--- config.mk ---
export PLATFORM = sky130hd
export DESIGN_NAME = pwm_tick_gen
export DESIGN_NICKNAME = d
export VERILOG_FILES = /design/src/rtl/pwm_tick_pkg.sv /design/src/rtl/pwm_prescaler.sv /design/src/rtl/pwm_lin_div.sv /design/src/rtl/pwm_tick_gen.sv
export SDC_FILE = /design/constraint.sdc
export NUM_CORES = 1
export LEC_CHECK = 0
export BUFFER_PORTS_ARGS = -buffer_cell sky130_fd_sc_hd__buf_2
export CORE_MARGIN = 5
export CORE_UTILIZATION = 58
export CTS_CLUSTER_SIZE = 16
export DETAILED_ROUTE_END_ITERATION = 10
export HOLD_SLACK_MARGIN = 0.03
export PLACE_DENSITY = 0.79
export RECOVER_POWER = 50
export SLEW_MARGIN = 20
export SYNTH_ARGS = -nofsm -noshare
export SYNTH_HDL_FRONTEND = slang
export SYNTH_SLANG_ARGS = --single-unit
--- constraint.sdc ---
create_clock -name clk -period 4.3 [get_ports clk]
set_input_delay 0.43 -clock clk [delete_from_list [all_inputs] [get_ports clk]]
set_output_delay 0.43 -clock clk [all_outputs]
set_load 0.03 [all_outputs]
--- src/rtl/pwm_tick_pkg.sv ---
package pwm_tick_pkg;

  // True when the low k bits of v are all ones: the power-of-two tap k is due.
  function automatic logic low_ones(input logic [31:0] v, input int unsigned k);
    logic [31:0] mask;
    mask = (32'd1 << k) - 32'd1;
    return (v & mask) == mask;
  endfunction

  // True when a divider count has reached its terminal value for divide d.
  function automatic logic at_terminal(input logic [31:0] cnt, input logic [31:0] d);
    return (d != 32'd0) && (cnt + 32'd1 == d);
  endfunction

endpackage

--- src/rtl/pwm_prescaler.sv ---
module pwm_prescaler #(
  parameter int unsigned N_TAPS = 11
) (
  input  logic              clk,
  input  logic              rst_n,
  input  logic              en,
  output logic [N_TAPS-1:0] taps,
  output logic [N_TAPS-2:0] cnt_o
);
  import pwm_tick_pkg::*;
  localparam int unsigned CW = N_TAPS - 1;

  logic [CW-1:0] cnt_q;

  always_ff @(posedge clk) begin
    if (!rst_n)   cnt_q <= '0;
    else if (en)  cnt_q <= cnt_q + 1'b1;
    else          cnt_q <= '0;
  end

  assign taps[0] = 1'b1;

  for (genvar k = 1; k < N_TAPS; k++) begin : g_tap
    assign taps[k] = en && low_ones(32'(cnt_q), k);
  end

  assign cnt_o = cnt_q;
endmodule

--- src/rtl/pwm_lin_div.sv ---
module pwm_lin_div #(
  parameter int unsigned DIV_W = 8
) (
  input  logic             clk,
  input  logic             rst_n,
  input  logic             src_tick,
  input  logic [DIV_W-1:0] div_val,
  output logic             tick,
  output logic [DIV_W-1:0] cnt_o,
  output logic             chg_o
);
  import pwm_tick_pkg::*;

  logic [DIV_W-1:0] cnt_q;
  logic [DIV_W-1:0] div_q;
  logic             chg;
  logic             live;
  logic             last;

  assign chg  = (div_val != div_q);
  assign live = (div_val != '0);
  assign last = at_terminal(32'(cnt_q), 32'(div_val));

  always_ff @(posedge clk) begin
    if (!rst_n) begin
      cnt_q <= '0;
      div_q <= '0;
    end else begin
      div_q <= div_val;
      if (chg)                   cnt_q <= '0;
      else if (src_tick && live) cnt_q <= last ? '0 : cnt_q + 1'b1;
    end
  end

  assign tick  = src_tick && live && !chg && last;
  assign cnt_o = cnt_q;
  assign chg_o = chg;
endmodule

--- src/rtl/pwm_tick_gen.sv ---
module pwm_tick_gen #(
  parameter int unsigned N_TAPS = 11,
  parameter int unsigned SEL_W  = 4,
  parameter int unsigned DIV_W  = 8
) (
  input  logic              clk,
  input  logic              rst_n,
  input  logic              en,
  input  logic [SEL_W-1:0]  sel_a,
  input  logic [DIV_W-1:0]  div_a,
  input  logic [SEL_W-1:0]  sel_b,
  input  logic [DIV_W-1:0]  div_b,
  output logic [N_TAPS-1:0] taps,
  output logic              tick_a,
  output logic              tick_b
);
  localparam int unsigned N_DIV = 2;

  logic [N_TAPS-2:0] pre_cnt;
  logic [SEL_W-1:0]  sel_v [N_DIV];
  logic [DIV_W-1:0]  div_v [N_DIV];
  logic [DIV_W-1:0]  dcnt  [N_DIV];
  logic [N_DIV-1:0]  sel_tick;
  logic [N_DIV-1:0]  chg;
  logic [N_DIV-1:0]  tick_v;
  logic [DIV_W-1:0]  dcnt_a;
  logic [DIV_W-1:0]  dcnt_b;

  pwm_prescaler #(.N_TAPS(N_TAPS)) u_pre (
    .clk   (clk),
    .rst_n (rst_n),
    .en    (en),
    .taps  (taps),
    .cnt_o (pre_cnt)
  );

  assign sel_v[0] = sel_a;
  assign sel_v[1] = sel_b;
  assign div_v[0] = div_a;
  assign div_v[1] = div_b;

  for (genvar d = 0; d < N_DIV; d++) begin : g_div
    assign sel_tick[d] = (int'(sel_v[d]) < N_TAPS) ? taps[sel_v[d]] : 1'b0;

    pwm_lin_div #(.DIV_W(DIV_W)) u_div (
      .clk      (clk),
      .rst_n    (rst_n),
      .src_tick (sel_tick[d]),
      .div_val  (div_v[d]),
      .tick     (tick_v[d]),
      .cnt_o    (dcnt[d]),
      .chg_o    (chg[d])
    );
  end

  assign tick_a = tick_v[0];
  assign tick_b = tick_v[1];
  assign dcnt_a = dcnt[0];
  assign dcnt_b = dcnt[1];
endmodule

## After elaboration in Yosys (flattened, before gate mapping)

Index checks and enable logic that the tools add are counted.

- Flip-flop bits (word level): 42
- Logic and storage cells: 61
- Input port bits: 27

- Equal/unequal tests: 13
- Multiplexer cells: 8
- Reductions and logical operators: 25
- Order comparisons: 4
- Bitwise operators: 1
- Add/sub/neg operators: 5

Operator list:

| kind | count |
|---|---|
| $eq A32 B8 Y1 | 2 |
| $add A8 B1 Y9 const B | 2 |
| $logic_and A1 B1 Y1 | 18 |
| $add A8 B1 Y8 const B | 2 |
| $mux W8 | 2 |
| $ne A8 B8 Y1 | 2 |
| $reduce_bool A8 Y1 | 2 |
| $add A10 B1 Y10 const B | 1 |
| $eq A10 B10 Y1 const B | 1 |
| $lt A4 B5 Y1 const B | 2 |
| $eq A9 B9 Y1 const B | 1 |
| $bmux W1 S4 | 2 |
| $eq A8 B8 Y1 const B | 1 |
| $lt A4 B4 Y1 const B | 2 |
| $eq A7 B7 Y1 const B | 1 |
| $eq A6 B6 Y1 const B | 1 |
| $eq A5 B5 Y1 const B | 1 |
| $eq A4 B4 Y1 const B | 1 |
| $mux W1 | 4 |
| $reduce_or A2 Y1 | 2 |
| $eq A3 B3 Y1 const B | 1 |
| $eq A2 B2 Y1 const B | 1 |
| $logic_not A1 Y1 | 2 |
| $reduce_and A2 Y1 | 1 |
| $not A1 Y1 | 1 |

## Longest topological paths before layout

- Depth in word-level cells: 8
- Mapped depth: 11

## Modules after synthesis

Synthesis repeated with hierarchy kept, for this count alone.

- Cell total of the unflattened synthesis: 300
- Area total of the unflattened synthesis: 2,631.3 um^2

Modules (own cells, without submodules):

| module | instances | cells each | area each (um^2) | seq. area each (um^2) |
|---|---|---|---|---|
| pwm_lin_div | 2 | 112 | 963.4 | 320.3 |
| pwm_prescaler | 1 | 60 | 509.2 | 200.2 |
| pwm_tick_gen | 1 | 16 | 195.2 | 0.0 |

## Worst setup path before layout

No wires, ideal clock.

- Path type: register -> output
- Start point: register u_pre.cnt_q[0] (netlist: u_pre.cnt_o[0])
- End point: output tick_b
- Cell stages (with the launch flop): 8
- Arrival: 2.192 ns
- Data required time: 3.870 ns
- Slack: 1.678 ns
- Cells stage by stage: dfxtp_1 -> ha_1 -> nand4_1 -> inv_1 -> a311o_1 -> o2111ai_1 -> nor2_1 -> and4_1

- Longest elaborated chain between the ends: 8

RTL lines:

| item | RTL line | RTL |
|---|---|---|
| start, declared | pwm_prescaler.sv:13 | `logic [CW-1:0] cnt_q;` |
| start signal, assigned | pwm_prescaler.sv:17 | `else if (en) cnt_q <= cnt_q + 1'b1;` |
| $eq A4 B4 Y1 | pwm_tick_pkg.sv:7 | `return (v & mask) == mask;` |
| $logic_and A1 B1 Y1 | pwm_prescaler.sv:24 | `assign taps[k] = en && low_ones(32'(cnt_q), k);` |
| via taps[4] | pwm_tick_gen.sv:13 | `output logic [N_TAPS-1:0] taps,` |
| $bmux W1 S4 | pwm_tick_gen.sv:43 | `assign sel_tick[d] = (int'(sel_v[d]) < N_TAPS) ? taps[sel_v[d]] : 1'b0;` |
| $mux W1 (implied by the code) | pwm_tick_gen.sv:43 |  |
| $mux W1 | pwm_tick_gen.sv:43 |  |
| $logic_and A1 B1 Y1 (3 in a row) | pwm_lin_div.sv:35 | `assign tick = src_tick && live && !chg && last;` |
| end, declared | pwm_tick_gen.sv:15 | `output logic tick_b` |

The timed path passes the listed nets, and every way through them passes these cells. The select of a mux whose other input is x is not followed.

## Worst setup path in the final report

- Start point: register g_div[1].u_div.cnt_q[2]
- End point: output tick_b

- Longest elaborated chain between the ends: 4

RTL lines:

| item | RTL line | RTL |
|---|---|---|
| start, declared | pwm_lin_div.sv:14 | `logic [DIV_W-1:0] cnt_q;` |
| start signal, assigned | pwm_lin_div.sv:31 | `else if (src_tick && live) cnt_q <= last ? '0 : cnt_q + 1'b1;` |
| $add A8 B1 Y9 | pwm_tick_pkg.sv:12 | `return (d != 32'd0) && (cnt + 32'd1 == d);` |
| $eq A32 B8 Y1 | pwm_tick_pkg.sv:12 |  |
| $logic_and A1 B1 Y1 | pwm_tick_pkg.sv:12 |  |
| $logic_and A1 B1 Y1 | pwm_lin_div.sv:35 |  |

No other way between the ends.

==> impl_metrics.yaml <==
synth:
  yosysWarnings: 0
  synth_largest_area_cell: "dfxtp_1"
  async_flop_share_pct: 0
  synthCells: 319
  ys_types: 51
  synthDominantCellAreaShare_pct: 31.45
  synth_mux_area_share_pct: 0
  syn_nets: 352
  yosys-top-cells-count: "dfxtp_1, nand2_1, nor2_1"
  yosys.area_share.simple_pct: 28.92
  synth_xor_area_share_pct: 15.44
  post_synth.cell_area_avg_sq_um: 8.382
  synth_compound_gate_area_share_pct: 17.50
  synth_edf_count: 0
  synth_adder_area_share_pct: 2.808
  ys_ff_latch: 42
  syn-cell-area_sq_um: 2674
  synth_flop_cell: "dfxtp_1"
  synth_most_common_cell: "dfxtp_1"
  synth_top_family_by_area: "simple AND/OR/NAND/NOR gates"
  ys_seq_area_share_pct: 31.45
  ys_top_cells_by_area: "dfxtp_1, xnor2_1, xor2_1"
routing:
  wirelength_um: 6261
  route.antenna.remaining_nets: 0
  dr_total_vias: 2462
  drc_errors: 0
  drtIter0Drc: 166
  detail_route.wl_per_cell_um: 15.54
  via_per_inst: 6.109
  firstDrtPassIters: 5
power_and_ir_drop:
  power_uw: 752.4
  irDropWorstVdd_v: 0.0002679
  power_density_nw_per_um2: 255.3
  p_leak_uw: 0.001180
worst_setup_path:
  cp_max_fo: 12
  path_cells: "nand3_1, or2_2, o2bb2ai_1, nand4_1, nor2_1, and4_1, buf_2"
  critical_path.top_delay_family: "simple AND/OR/NAND/NOR gates"
  rr_worst_depth: 10
  critPathLaunchType: "flop"
  critPathKind: "reg -> out"
  crit_path_end_kind: "output port"
  slowest_delay_ns: 0.52
  r2r_start: "u_pre.cnt_o[4]"
  crit_slowest_cell: "dfxtp_1"
  cp_data_required_time_ns: 3.87
  r2r_end: "g_div[0].u_div.cnt_o[4]"
  crit_buf_inv: 1
  worstPathArrival_ns: 2.78
  reg2reg_slack_ns: 1.44
timing:
  tightest_slew_ns: 0.9820
  rsz0062_at_grt: "false"
  setup_viol: 0
  min_period_ns: 3.211
  relSlewSlack_pct: 34.54
  hold_slack_ns: 0.4113
  skew_ns: 0.01037
  hold_violations: 0
  fin_crit_sh_pct: 74.69
  fin_tns_setup_ns: 0
  slew_violations: 0
  fmax_mhz: 311.4
floorplanning:
  die_y_um: 77.90
  die_w_um: 77.90
  pin_count: 40
  start_util_pct: 60.57
  row_count: 24
  die_area_sq_um: 6068
  core-area_sq_um: 4414
layout:
  fillers: 372
  antenna_cells: 0
  final_nets: 383
  syn_to_final_growth_pct: 10.20
  final_area_sq_um: 2947
  drive_above_1_share_pct: 15.10
  fin_util_pct: 66.75
grt:
  grt_max_degree: 26
  grt_pass1_vias: 2303
  grt_first_pass_wirelength_um: 10650
  antenna_found_initial: 0
  overflow: 0
  track_usage_pct: 21.20
placement:
  dp_hpwl_um: 4576
  postPlaceCellArea_sq_um: 2859
  port_buffers: 38
  gp_congestion: 0.8771
cts:
  cts_max_level: 2
  hold_buffers: 0
  cts_tree: "yes"
  clk_latency_ns: 0.30
  cts.repair.resized: 0
  clk_pin_slew_ns: 0.08
  clock-sinks: 42
  clk_path_buf_depth: 2
  cts_setup_buffers: 0
  cts-root-buf: "clkbuf_8"
  cts_buffers: 5
min_path:
  whs_path_depth: 2
  worstHoldStart: "div_b[6]"
  min_to: "g_div[1].u_div.div_q[6]"
  hold_class: "in -> reg"
run_status:
  status: "finished, final reports clean"
job:
  max_cap_viol_count: 0
## placed cells by master (no fill, tap or decap), types with 8 or more instances in the layout
master,synthesis,layout
xnor2_1,23,23
nand4_1,10,10
nand2_1,26,26
inv_1,8,8
a21oi_1,10,10
o211ai_1,14,14
and3_1,12,12
and2_1,21,10
xor2_1,19,19
nor2_1,24,24
dfxtp_1,42,42
and2_0,0,11
buf_2,2,36
nand3_1,15,15
## worst max-delay path by stage
stage,startpoint,to,cells after the start
after floorplan,u_pre.cnt_o[0],tick_b,7
after global placement,g_div[0].u_div.cnt_o[2],tick_a,6
after detailed placement,g_div[0].u_div.cnt_o[2],tick_a,6
after CTS,g_div[0].u_div.cnt_o[2],tick_a,6
after global routing,u_pre.cnt_o[5],tick_b,10
final,g_div[1].u_div.cnt_o[2],tick_b,7
## worst register-to-register path: stages (launching register included)
cell	delay (ns)
dfxtp_1	0.44
and3_1	0.25
and2_0	0.20
and3_1	0.18
ha_1	0.14
nand2_1	0.10
a21oi_1	0.16
a31oi_1	0.13
o311ai_0	0.74
o31ai_1	0.18
a22o_1	0.27
## final cells by class
cell class / count / area, sq um / share of cell area [%]
Tap cell: 52 / 65.06 / 2.208
Inverter: 8 / 30.03 / 1.019
Sequential cell: 42 / 840.8 / 28.53
Timing Repair Buffer: 38 / 187.7 / 6.369
Multi-Input combinational cell: 255 / 1733 / 58.81
Clock buffer: 5 / 68.82 / 2.335
Clock inverter: 3 / 21.27 / 0.7219
## report_power, final
group	switching [uW]	internal, uW	total [uW]
Combinational	52.4	39.3	91.7
Clock	144	114	258
Sequential	4.65	398	402
## sequential cells by signal (all words and copies together) (netlist names)
| register | count |
|---|---|
| g_div.u_div.cnt_o | 16 |
| g_div.u_div.div_q | 16 |
| u_pre.cnt_o | 10 |
## layer usage
metal,vias to the layer above,global-route usage (%),wire [um]
li1,1212,-,-
met1,1145,27.95,2790
met2,90,33.14,2860
met3,15,5.671,443
met4,0,7.939,167
met5,-,0,0
## through the flow
stage	setup slack [ns]	cells
2_1_floorplan	1.678	319
3_3_place_gp	1.455	395
3_5_place_dp	1.440	395
4_1_cts	1.103	403
5_1_grt	0.8192	403
6_report	1.089	403
## logic make-up after synthesis
logic type,after synthesis
AND/OR/NAND/NOR,142
other,1
adder cells (fa/ha/maj),6
AO/OA/AOI/OAI,62
flip-flops,42
XOR/XNOR,44
buffers and inverters,22
Power figures use the tool's default switching activity.
